--- src/rtl/wcs_pkg.sv ---
package wcs_pkg;
  parameter int XW = 4;
  parameter int TW = 16;

  typedef struct packed {
    logic [XW-1:0] x;
    logic [XW-1:0] y;
    logic [TW-1:0] dl;
  } wnd_t;
endpackage

--- src/rtl/wcs_rank.sv ---
module wcs_rank import wcs_pkg::*; (
  input  wnd_t inc,
  input  wnd_t cand,
  output logic cand_wins
);
  localparam int PW = 2 * XW;

  logic [PW-1:0] prod_c, prod_i;
  logic [TW-1:0] dl_diff;
  logic          c_earlier, same_dl;

  always_comb begin
    prod_c    = PW'(cand.x) * PW'(inc.y);
    prod_i    = PW'(inc.x) * PW'(cand.y);
    dl_diff   = cand.dl - inc.dl;
    c_earlier = dl_diff[TW-1];
    same_dl   = (dl_diff == '0);
    cand_wins = 1'b0;
    if (inc.x != '0 && cand.x != '0) begin
      if (prod_c < prod_i)                      cand_wins = 1'b1;
      else if (prod_c == prod_i) begin
        if (c_earlier)                          cand_wins = 1'b1;
        else if (same_dl && cand.x < inc.x)     cand_wins = 1'b1;
      end
    end else if (inc.x != '0) begin
      cand_wins = 1'b1;
    end else if (cand.x == '0) begin
      if (inc.y == '0 && cand.y == '0)          cand_wins = c_earlier;
      else                                      cand_wins = (cand.y > inc.y);
    end
  end
endmodule

--- src/rtl/wcs_scan.sv ---
module wcs_scan import wcs_pkg::*; #(
  parameter int N  = 4,
  parameter int IW = (N > 1) ? $clog2(N) : 1
) (
  input  logic          clk,
  input  logic          rst,
  input  logic          start,
  input  logic          consume,
  input  logic [N-1:0]  head_valid,
  input  wnd_t          cand,
  output logic [IW-1:0] rd_idx,
  output logic          busy,
  output logic          done,
  output logic          sel_valid,
  output logic [IW-1:0] sel_idx
);
  logic [IW-1:0] idx, best_idx;
  logic          best_v;
  wnd_t          best;
  logic          wins, take;

  wcs_rank u_rank (.inc(best), .cand(cand), .cand_wins(wins));

  assign take   = head_valid[idx] && (!best_v || wins);
  assign rd_idx = idx;

  always_ff @(posedge clk) begin
    if (rst) begin
      busy      <= 1'b0;
      done      <= 1'b0;
      sel_valid <= 1'b0;
      sel_idx   <= '0;
      idx       <= '0;
      best_idx  <= '0;
      best_v    <= 1'b0;
      best      <= '0;
    end else begin
      done <= 1'b0;
      if (!busy) begin
        if (start) begin
          busy      <= 1'b1;
          idx       <= '0;
          best_v    <= 1'b0;
          sel_valid <= 1'b0;
        end else if (consume) begin
          sel_valid <= 1'b0;
        end
      end else begin
        if (take) begin
          best_idx <= idx;
          best     <= cand;
          best_v   <= 1'b1;
        end
        if (idx == IW'(N - 1)) begin
          busy      <= 1'b0;
          done      <= 1'b1;
          sel_valid <= best_v || take;
          sel_idx   <= take ? idx : best_idx;
        end else begin
          idx <= idx + IW'(1);
        end
      end
    end
  end

  p_start_r10: assert property (@(posedge clk) disable iff (rst)
    (start && !busy) |=> busy);
  p_done_r10: assert property (@(posedge clk) disable iff (rst)
    done |-> $past(busy));
  p_quiet_r13: assert property (@(posedge clk) disable iff (rst)
    busy |-> !sel_valid);
endmodule

--- src/rtl/wcs_table.sv ---
module wcs_table import wcs_pkg::*; #(
  parameter int N  = 4,
  parameter int IW = (N > 1) ? $clog2(N) : 1
) (
  input  logic          clk,
  input  logic          rst,
  input  logic          cfg_we,
  input  logic [IW-1:0] cfg_idx,
  input  logic [XW-1:0] cfg_x,
  input  logic [XW-1:0] cfg_y,
  input  logic [TW-1:0] cfg_incr,
  input  logic [TW-1:0] now,
  input  logic          upd_en,
  input  logic [IW-1:0] upd_idx,
  input  logic [IW-1:0] rd_idx,
  output wnd_t          rd_st,
  output logic          drop_o,
  output logic          late_o
);
  wnd_t          cur [N];
  logic [XW-1:0] ox  [N];
  logic [XW-1:0] oy  [N];
  logic [TW-1:0] inc [N];

  wnd_t          s, nxt;
  logic [TW-1:0] past_by;
  logic          is_late;

  assign rd_st = cur[rd_idx];

  always_comb begin
    s       = cur[upd_idx];
    past_by = now - s.dl;
    is_late = !past_by[TW-1] && (past_by != '0);
    nxt     = s;
    nxt.dl  = s.dl + inc[upd_idx];
    if (!is_late) begin
      if (s.y > s.x) nxt.y = s.y - XW'(1);
    end else if (s.x != '0) begin
      nxt.x = s.x - XW'(1);
      if (s.y != '0) nxt.y = s.y - XW'(1);
    end else begin
      nxt.x = ox[upd_idx];
      nxt.y = oy[upd_idx];
    end
    if (nxt.x == '0 && nxt.y == '0) begin
      nxt.x = ox[upd_idx];
      nxt.y = oy[upd_idx];
    end
  end

  always_ff @(posedge clk) begin
    if (rst) begin
      for (int i = 0; i < N; i++) begin
        cur[i] <= '0;
        ox[i]  <= '0;
        oy[i]  <= '0;
        inc[i] <= '0;
      end
      drop_o <= 1'b0;
      late_o <= 1'b0;
    end else begin
      drop_o <= upd_en && is_late && (s.x != '0);
      late_o <= upd_en && is_late && (s.x == '0);
      if (upd_en) cur[upd_idx] <= nxt;
      if (cfg_we) begin
        cur[cfg_idx] <= '{x: cfg_x, y: cfg_y, dl: now + cfg_incr};
        ox[cfg_idx]  <= cfg_x;
        oy[cfg_idx]  <= cfg_y;
        inc[cfg_idx] <= cfg_incr;
      end
    end
  end

  p_excl_r8: assert property (@(posedge clk) disable iff (rst)
    !(drop_o && late_o));
  p_cause_r9: assert property (@(posedge clk) disable iff (rst)
    (drop_o || late_o) |-> $past(upd_en));
endmodule

--- src/rtl/wcs_sched.sv ---
module wcs_sched import wcs_pkg::*; #(
  parameter int N_STREAMS = 4,
  parameter int IW = (N_STREAMS > 1) ? $clog2(N_STREAMS) : 1
) (
  input  logic                 clk,
  input  logic                 rst,
  input  logic                 cfg_we,
  input  logic [IW-1:0]        cfg_idx,
  input  logic [XW-1:0]        cfg_x,
  input  logic [XW-1:0]        cfg_y,
  input  logic [TW-1:0]        cfg_incr,
  input  logic [TW-1:0]        now,
  input  logic [N_STREAMS-1:0] head_valid,
  input  logic                 start,
  input  logic                 tx_grant,
  output logic [IW-1:0]        sel_idx,
  output logic                 sel_valid,
  output logic                 done,
  output logic                 drop,
  output logic                 late
);
  logic          busy, grant_ok;
  logic [IW-1:0] rd_idx;
  wnd_t          rd_st;

  assign grant_ok = tx_grant && sel_valid && !busy;

  wcs_table #(.N(N_STREAMS), .IW(IW)) u_table (
    .clk(clk), .rst(rst),
    .cfg_we(cfg_we), .cfg_idx(cfg_idx), .cfg_x(cfg_x), .cfg_y(cfg_y),
    .cfg_incr(cfg_incr), .now(now),
    .upd_en(grant_ok), .upd_idx(sel_idx),
    .rd_idx(rd_idx), .rd_st(rd_st),
    .drop_o(drop), .late_o(late)
  );

  wcs_scan #(.N(N_STREAMS), .IW(IW)) u_scan (
    .clk(clk), .rst(rst), .start(start), .consume(grant_ok),
    .head_valid(head_valid), .cand(rd_st), .rd_idx(rd_idx),
    .busy(busy), .done(done), .sel_valid(sel_valid), .sel_idx(sel_idx)
  );

  p_onepulse_r7: assert property (@(posedge clk) disable iff (rst)
    (drop || late) |=> !(drop || late) || $past(grant_ok));
endmodule

--- config.mk ---
export PLATFORM = sky130hd
export DESIGN_NAME = wcs_sched
export DESIGN_NICKNAME = d
export VERILOG_FILES = /design/src/rtl/wcs_pkg.sv /design/src/rtl/wcs_rank.sv /design/src/rtl/wcs_scan.sv /design/src/rtl/wcs_table.sv /design/src/rtl/wcs_sched.sv
export SDC_FILE = /design/constraint.sdc
export NUM_CORES = 1
export LEC_CHECK = 0
export BUFFER_PORTS_ARGS = -buffer_cell sky130_fd_sc_hd__clkbuf_2
export CAP_MARGIN = 20
export CORE_MARGIN = 5
export CORE_UTILIZATION = 56
export DETAILED_ROUTE_END_ITERATION = 7
export GPL_TIMING_DRIVEN = 0
export PLACE_DENSITY = 0.8
export SLEW_MARGIN = 30
export SYNTH_ARGS = -nofsm -noshare
export SYNTH_HDL_FRONTEND = slang
export SYNTH_SLANG_ARGS = --single-unit
--- constraint.sdc ---
create_clock -name clk -period 5.3 [get_ports clk]
set_clock_uncertainty 0.15 [all_clocks]
set_input_delay 0.265 -clock clk [delete_from_list [all_inputs] [get_ports clk]]
set_output_delay 0.265 -clock clk [all_outputs]
set_load 0.01 [all_outputs]
## After elaboration in Yosys (flattened, before gate mapping)

Memories as Yosys holds them, arrays and structs flattened. A register that Yosys moved wholly into a read port is not among the register bits.
Index checks and enable logic that the tools add are counted.

- Logic and storage cells: 141
- RAM bits: 192
- Bits of input ports: 51
- Output and inout port bits: 6
- Memories kept: 4
- Register bits: 36

Memory list:

| memory | words | width | rd ports | clocked after Yosys merged registers in | wr ports | line | RTL |
|---|---|---|---|---|---|---|---|
| u_table.cur | 4 | 24 | 2 | 2 | 4 | wcs_table.sv:20 | `wnd_t cur [N];` |
| u_table.inc | 4 | 16 | 1 | 1 | 4 | wcs_table.sv:23 | `logic [TW-1:0] inc [N];` |
| u_table.ox | 4 | 4 | 1 | 1 | 4 | wcs_table.sv:21 | `logic [XW-1:0] ox [N];` |
| u_table.oy | 4 | 4 | 1 | 1 | 4 | wcs_table.sv:22 | `logic [XW-1:0] oy [N];` |

- $lt $le $gt $ge: 5
- $add $sub $neg: 7
- Equality and inequality tests: 5
- Muxes and demuxes: 64
- Bitwise gates (word level): 1
- Reduce and logical (&&, ||, !) cells: 41
- $mul: 2

Operators by type and width:

| cell | number |
|---|---|
| $mux 24 | 2 |
| $reduce_or 24->1 | 2 |
| $mux 2 | 19 |
| $mux 1 | 33 |
| $add 16x16->16 | 2 |
| $sub 16x16->16 | 2 |
| $logic_not 4->1 | 6 |
| $mux 4 | 6 |
| $logic_not 16->1 | 1 |
| $mul 4x4->8 | 2 |
| $mux 16 | 1 |
| $mux 8 | 2 |
| $reduce_bool 16->1 | 1 |
| $reduce_bool 4->1 | 4 |
| $reduce_or 16->1 | 1 |
| $logic_and 1x1->1 | 11 |
| $reduce_and 2->1 | 5 |
| $eq 8x8->1 | 1 |
| $gt 4x4->1 | 2 |
| $lt 8x8->1 | 1 |
| $reduce_or 4->1 | 2 |
| $sub 4x1->4 const B | 2 |
| $ne 2x2->1 const B | 3 |
| $lt 4x4->1 | 1 |
| other kinds (10) | 13 |

## Longest topological paths before layout

- Word-level depth: 13
- Mapped depth: 25
- Gate-level depth less buffers: 21

## Modules after synthesis

From an unflattened synthesis, not the netlist that was laid out.

- Cells, all modules: 1419
- Area total of the unflattened synthesis: 15837.7 um2

Modules (own cells, without submodules):

| module | sequential area each (um2) | area each (um2) | cells an instance | instances |
|---|---|---|---|---|
| wcs_table | 5805.6 | 11997.8 | 961 | 1 |
| wcs_rank | 0.0 | 2224.6 | 299 | 1 |
| wcs_scan | 680.7 | 1606.5 | 158 | 1 |
| wcs_sched | 0.0 | 8.8 | 1 | 1 |

## Least setup slack after synthesis

No wires, ideal clock.

- Path type: register -> register
- Start: register (tool-made name)
- End: memory u_table.cur[2][18] (netlist name) (data pin)
- Arrival: 5.089 ns
- Slack: -0.195 ns
- Stages on the path, launching flop included: 19
- Required time: 4.894 ns
- Path through: dfxtp_1 -> buf_2 -> buf_4 -> buf_1 -> buf_1 -> mux4_2 -> ha_1 -> fa_1 -> nand2b_1 -> a21oi_1 -> o31a_1 -> nor4b_1 -> a311oi_1 -> nor4_1 -> a31oi_1 -> mux2_2 -> and2_1 -> buf_2 -> a41o_1

RTL lines:

| element | line |
|---|---|
| to (decl) | wcs_table.sv:20 |

==> flow_summary.json <==
{
  "status": "complete, but fails checks",
  "violations": "setup timing",
  "synthCells": 1437,
  "cp.arrival_ns": 5.91,
  "cp-end-kind": "register",
  "ys.flop_type": "edfxtp_1",
  "grt_pass1_wl_mm": 68.6,
  "overflow": 0,
  "ctsHtreeMaxLevel": 1,
  "clockBufferDepth": 3,
  "setup_ws_ns": -0.343,
  "synth.top_cell.area_share_pct": 36.6,
  "met3_usage_pct": 5.22,
  "synth_async_sr_flop_share_pct": 0,
  "yosysSeqAreaShare_pct": 41.7,
  "max_slew_margin_pct": 37.4,
  "grt_pass1_vias": 12643,
  "drtIter0Drc": 1596,
  "place_congestion": 0.994,
  "seq_power_share_pct": 40.9,
  "clkPwrFrac_pct": 33.9,
  "grt.met1_usage_pct": 37.1,
  "grt_max_degree": 26,
  "setup-violations-final": 30,
  "swShare_pct": 30.3,
  "hold_depth": 4,
  "hold_path.startpoint": "now[0]",
  "fmax_mhz": 177,
  "post-dp-hpwl_mm": 32.7,
  "worstRegToRegCells": 25,
  "viasPerCell": 6.47,
  "route.detailed.wl_per_inst_um": 22.7,
  "r2r-end": "u_scan.best[1]",
  "critPathMaxFanout": 6,
  "die_h_um": 178,
  "p_int_w": 0.00370,
  "num_rows": 61,
  "numCtsBuffers": 27,
  "drc": 0,
  "rsz0062_at_grt": "yes",
  "ys_types": 78,
  "hold_viol_final": 0,
  "io_pins": 57,
  "p_sw_w": 0.00161,
  "grt_use_met2_pct": 46.1,
  "critPathKind": "register to register",
  "ys_warn_count": 0,
  "synth_edf_count": 192,
  "tightest_slew_ns": 0.929,
  "synthTopCellsByArea": "edfxtp_1, mux4_2, ha_1, dfxtp_1, and2_1",
  "antenna_found_initial": 0,
  "period_share_pct": 106,
  "worstSkewPairLatency_ns": 0.55,
  "cap_violations": 0,
  "p_leak_nw": 7.26,
  "syn-num-nets": 1606,
  "cts_tree": "yes",
  "ant_nets": 0,
  "first_pass_iters": 5,
  "yosys.area.top_type": "edfxtp_1",
  "crit_path_start_kind": "register",
  "syn_to_final_growth_pct": 15.6,
  "synth-seq-cells": 232,
  "slowest_delay_ns": 0.57,
  "port_buffers": 55,
  "netlist_area_um2": 15700,
  "ff2ff_setup_slack_ns": -0.34,
  "routed_wl_mm": 44.7,
  "critPathSlowestCell": "mux4_2",
  "power.share.combinational_pct": 25.3,
  "placed_area_um2": 16700,
  "peakVddDrop_mv": 0.258,
  "finalPower_w": 0.00530,
  "design_area_um2": 18200,
  "vias": 12743,
  "cellPowerDensity_nw_per_um2": 291,
  "hold_class": "input pin to register",
  "design.die.area_um2": 31600,
  "grt.busiest_layer": "met2",
  "required_ns": 5.56,
  "clk_pin_slew_ns": 0.06,
  "grtUsageTotal_pct": 28.1,
  "slew_violations": 0,
  "final_nets": 1740,
  "root_buffer": "clkbuf_16",
  "die_w_um": 178,
  "start_util_pct": 56.6,
  "fin_crit_ns": 5.64,
  "postSynthAreaPerCell_um2": 11.0,
  "drive_gt1_share_pct": 17.1,
  "antenna_cells": 0,
  "core_area_um2": 27800,
  "cts.sinks": 232,
  "min_to": "u_table.cur[2][0]"
}
-- what timing repair did --
action                                  in CTS  in global routing
pin swaps                                   10                  5
buffers inserted                            14                  7
gates resized for setup                     37                 17
hold buffers                                26                  0
cloned                                       0                  1
endpoints found under the hold margin       90                  0
endpoints found under the setup margin      96                 60
-- power groups by stage --
| stage | clock (W) | combinational (W) | sequential, W |
|---|---|---|---|
| 2_1_floorplan | 0 | 0.000893 | 0.00218 |
| 3_3_place_gp | 0 | 0.00116 | 0.00219 |
| 3_5_place_dp | 0 | 0.00121 | 0.00220 |
| 4_1_cts | 0.00180 | 0.00128 | 0.00216 |
| 5_1_grt | 0.00189 | 0.00144 | 0.00218 |
| 6_report | 0.00180 | 0.00134 | 0.00217 |
-- sequential cells by signal (all words and copies together), names as in the netlist, named ones only --
name              count
u_scan.best_idx       2
u_scan.sel_idx        2
u_table.drop_o        1
u_table.cur          96
u_table.inc          64
u_scan.sel_valid      1
u_scan.done           1
u_scan.best_v         1
u_scan.busy           1
u_scan.rd_idx         2
u_table.late_o        1
u_table.oy           16
u_scan.best          24
u_table.ox           16
-- cell type report --
class | count | area [um2]
buffer | 54 | 338
clock buffer | 33 | 728
clock inverter | 17 | 130
fill | 2100 | 9590
inverter | 97 | 364
multi-input combinational | 1051 | 8740
sequential | 232 | 6570
tap | 378 | 473
timing repair buffer | 108 | 848
-- metrics by stage --
step	setup WS [ns]	utilization, %	TNS, ns	hold slack (ns)	std cells
global placement	-1.80	59.5	-70.37	0.324	1870
global route	-0.594	65.5	-16.16	0.136	1970
CTS	-0.363	64.9	-9.52	0.107	1962
finish	-0.343	65.5	-9.12	0.112	1970
detailed placement	-1.82	60.0	-77.29	0.335	1875
floorplan	0.00247	-	0	0.295	1437
-- cells by family after synthesis --
| kind of cell | synth area share, % |
|---|---|
| and+or+nand+nor | 14.4 |
| xor gates and xnor gates | 2.89 |
| buffers and inverters | 4.09 |
| muxes | 13.9 |
| AOI/OAI and AO/OA | 13.0 |
| DFF | 41.7 |
| adders and majority gates | 9.95 |
-- worst max-delay path, delay by kind of cell (launching register included) --
family / cells / cell delay [ns]
fa+ha+maj: 4 / 1.45
simple gates: 6 / 1.11
compound gates: 7 / 1.00
mux: 2 / 0.73
buf+inv: 5 / 0.63
flops: 1 / 0.33
xor+xnor: 1 / 0.09
-- per-layer routing --
metal / wire [um] / up-vias
met5: 0 / -
met4: 2070 / 0
met3: 4960 / 167
met2: 20800 / 852
met1: 16900 / 6028
li1: - / 5696
-- cells in the mapped netlist (26+ instances only) --
cell type and number:
inv_1 97, mux2i_1 47, nor3_1 26, o22ai_1 47, ha_1 106, nand2_1 95
nor2_1 101, nand3_1 30, dfxtp_1 40, edfxtp_1 192, a21oi_1 60, mux4_2 70
o21ai_0 49, xnor2_1 28, clkbuf_1 33, and2_1 107
-- how the worst max path moves through the flow --
stage                         from                  to  slack (ns)  cells after the start
after floorplan           register  u_table.cur[2][18]       0.002                     18
after global placement    register  u_table.cur[3][23]       -1.80                     18
after detailed placement  register  u_table.cur[3][23]       -1.82                     18
after CTS                 register     u_scan.best[12]       -0.36                     25
after global routing      register      u_scan.best[1]       -0.59                     25
final                     register      u_scan.best[1]       -0.34                     25
-- layout by cell type (no fill, tap or decap), types with 6 or more instances in the layout --
cell           synthesis  final
fa_1                  12     11
edfxtp_1             192    192
and2_1               107    107
o22ai_1               47     47
nor2b_1               14     14
clkbuf_1              33     32
o21a_1                 9      9
nand2b_1              17     12
nand2_1               95     93
nor2_1               101    101
o21ai_1                8      8
a22oi_1                6      6
nor3_1                26     26
dfxtp_1               40     37
xor2_1                24     23
a21oi_1               60     57
a31oi_1               10      8
mux4_2                70     70
xnor2_1               28     28
nand3_1               30     30
o21bai_1              16     15
a21o_1                21     21
dlygate4sd3_1          0     26
mux2i_1               47     44
clkbuf_2               0     57
mux2_2                 9      8
o211ai_1              11     11
inv_1                 97     97
o221ai_1              11     10
ha_1                 106    106
nand4_1               15     15
a41o_1                 8      8
buf_4                  2     26
clkbuf_16              0     28
o21ai_0               49     49
Note: power is estimated with default switching activity, not from simulation.
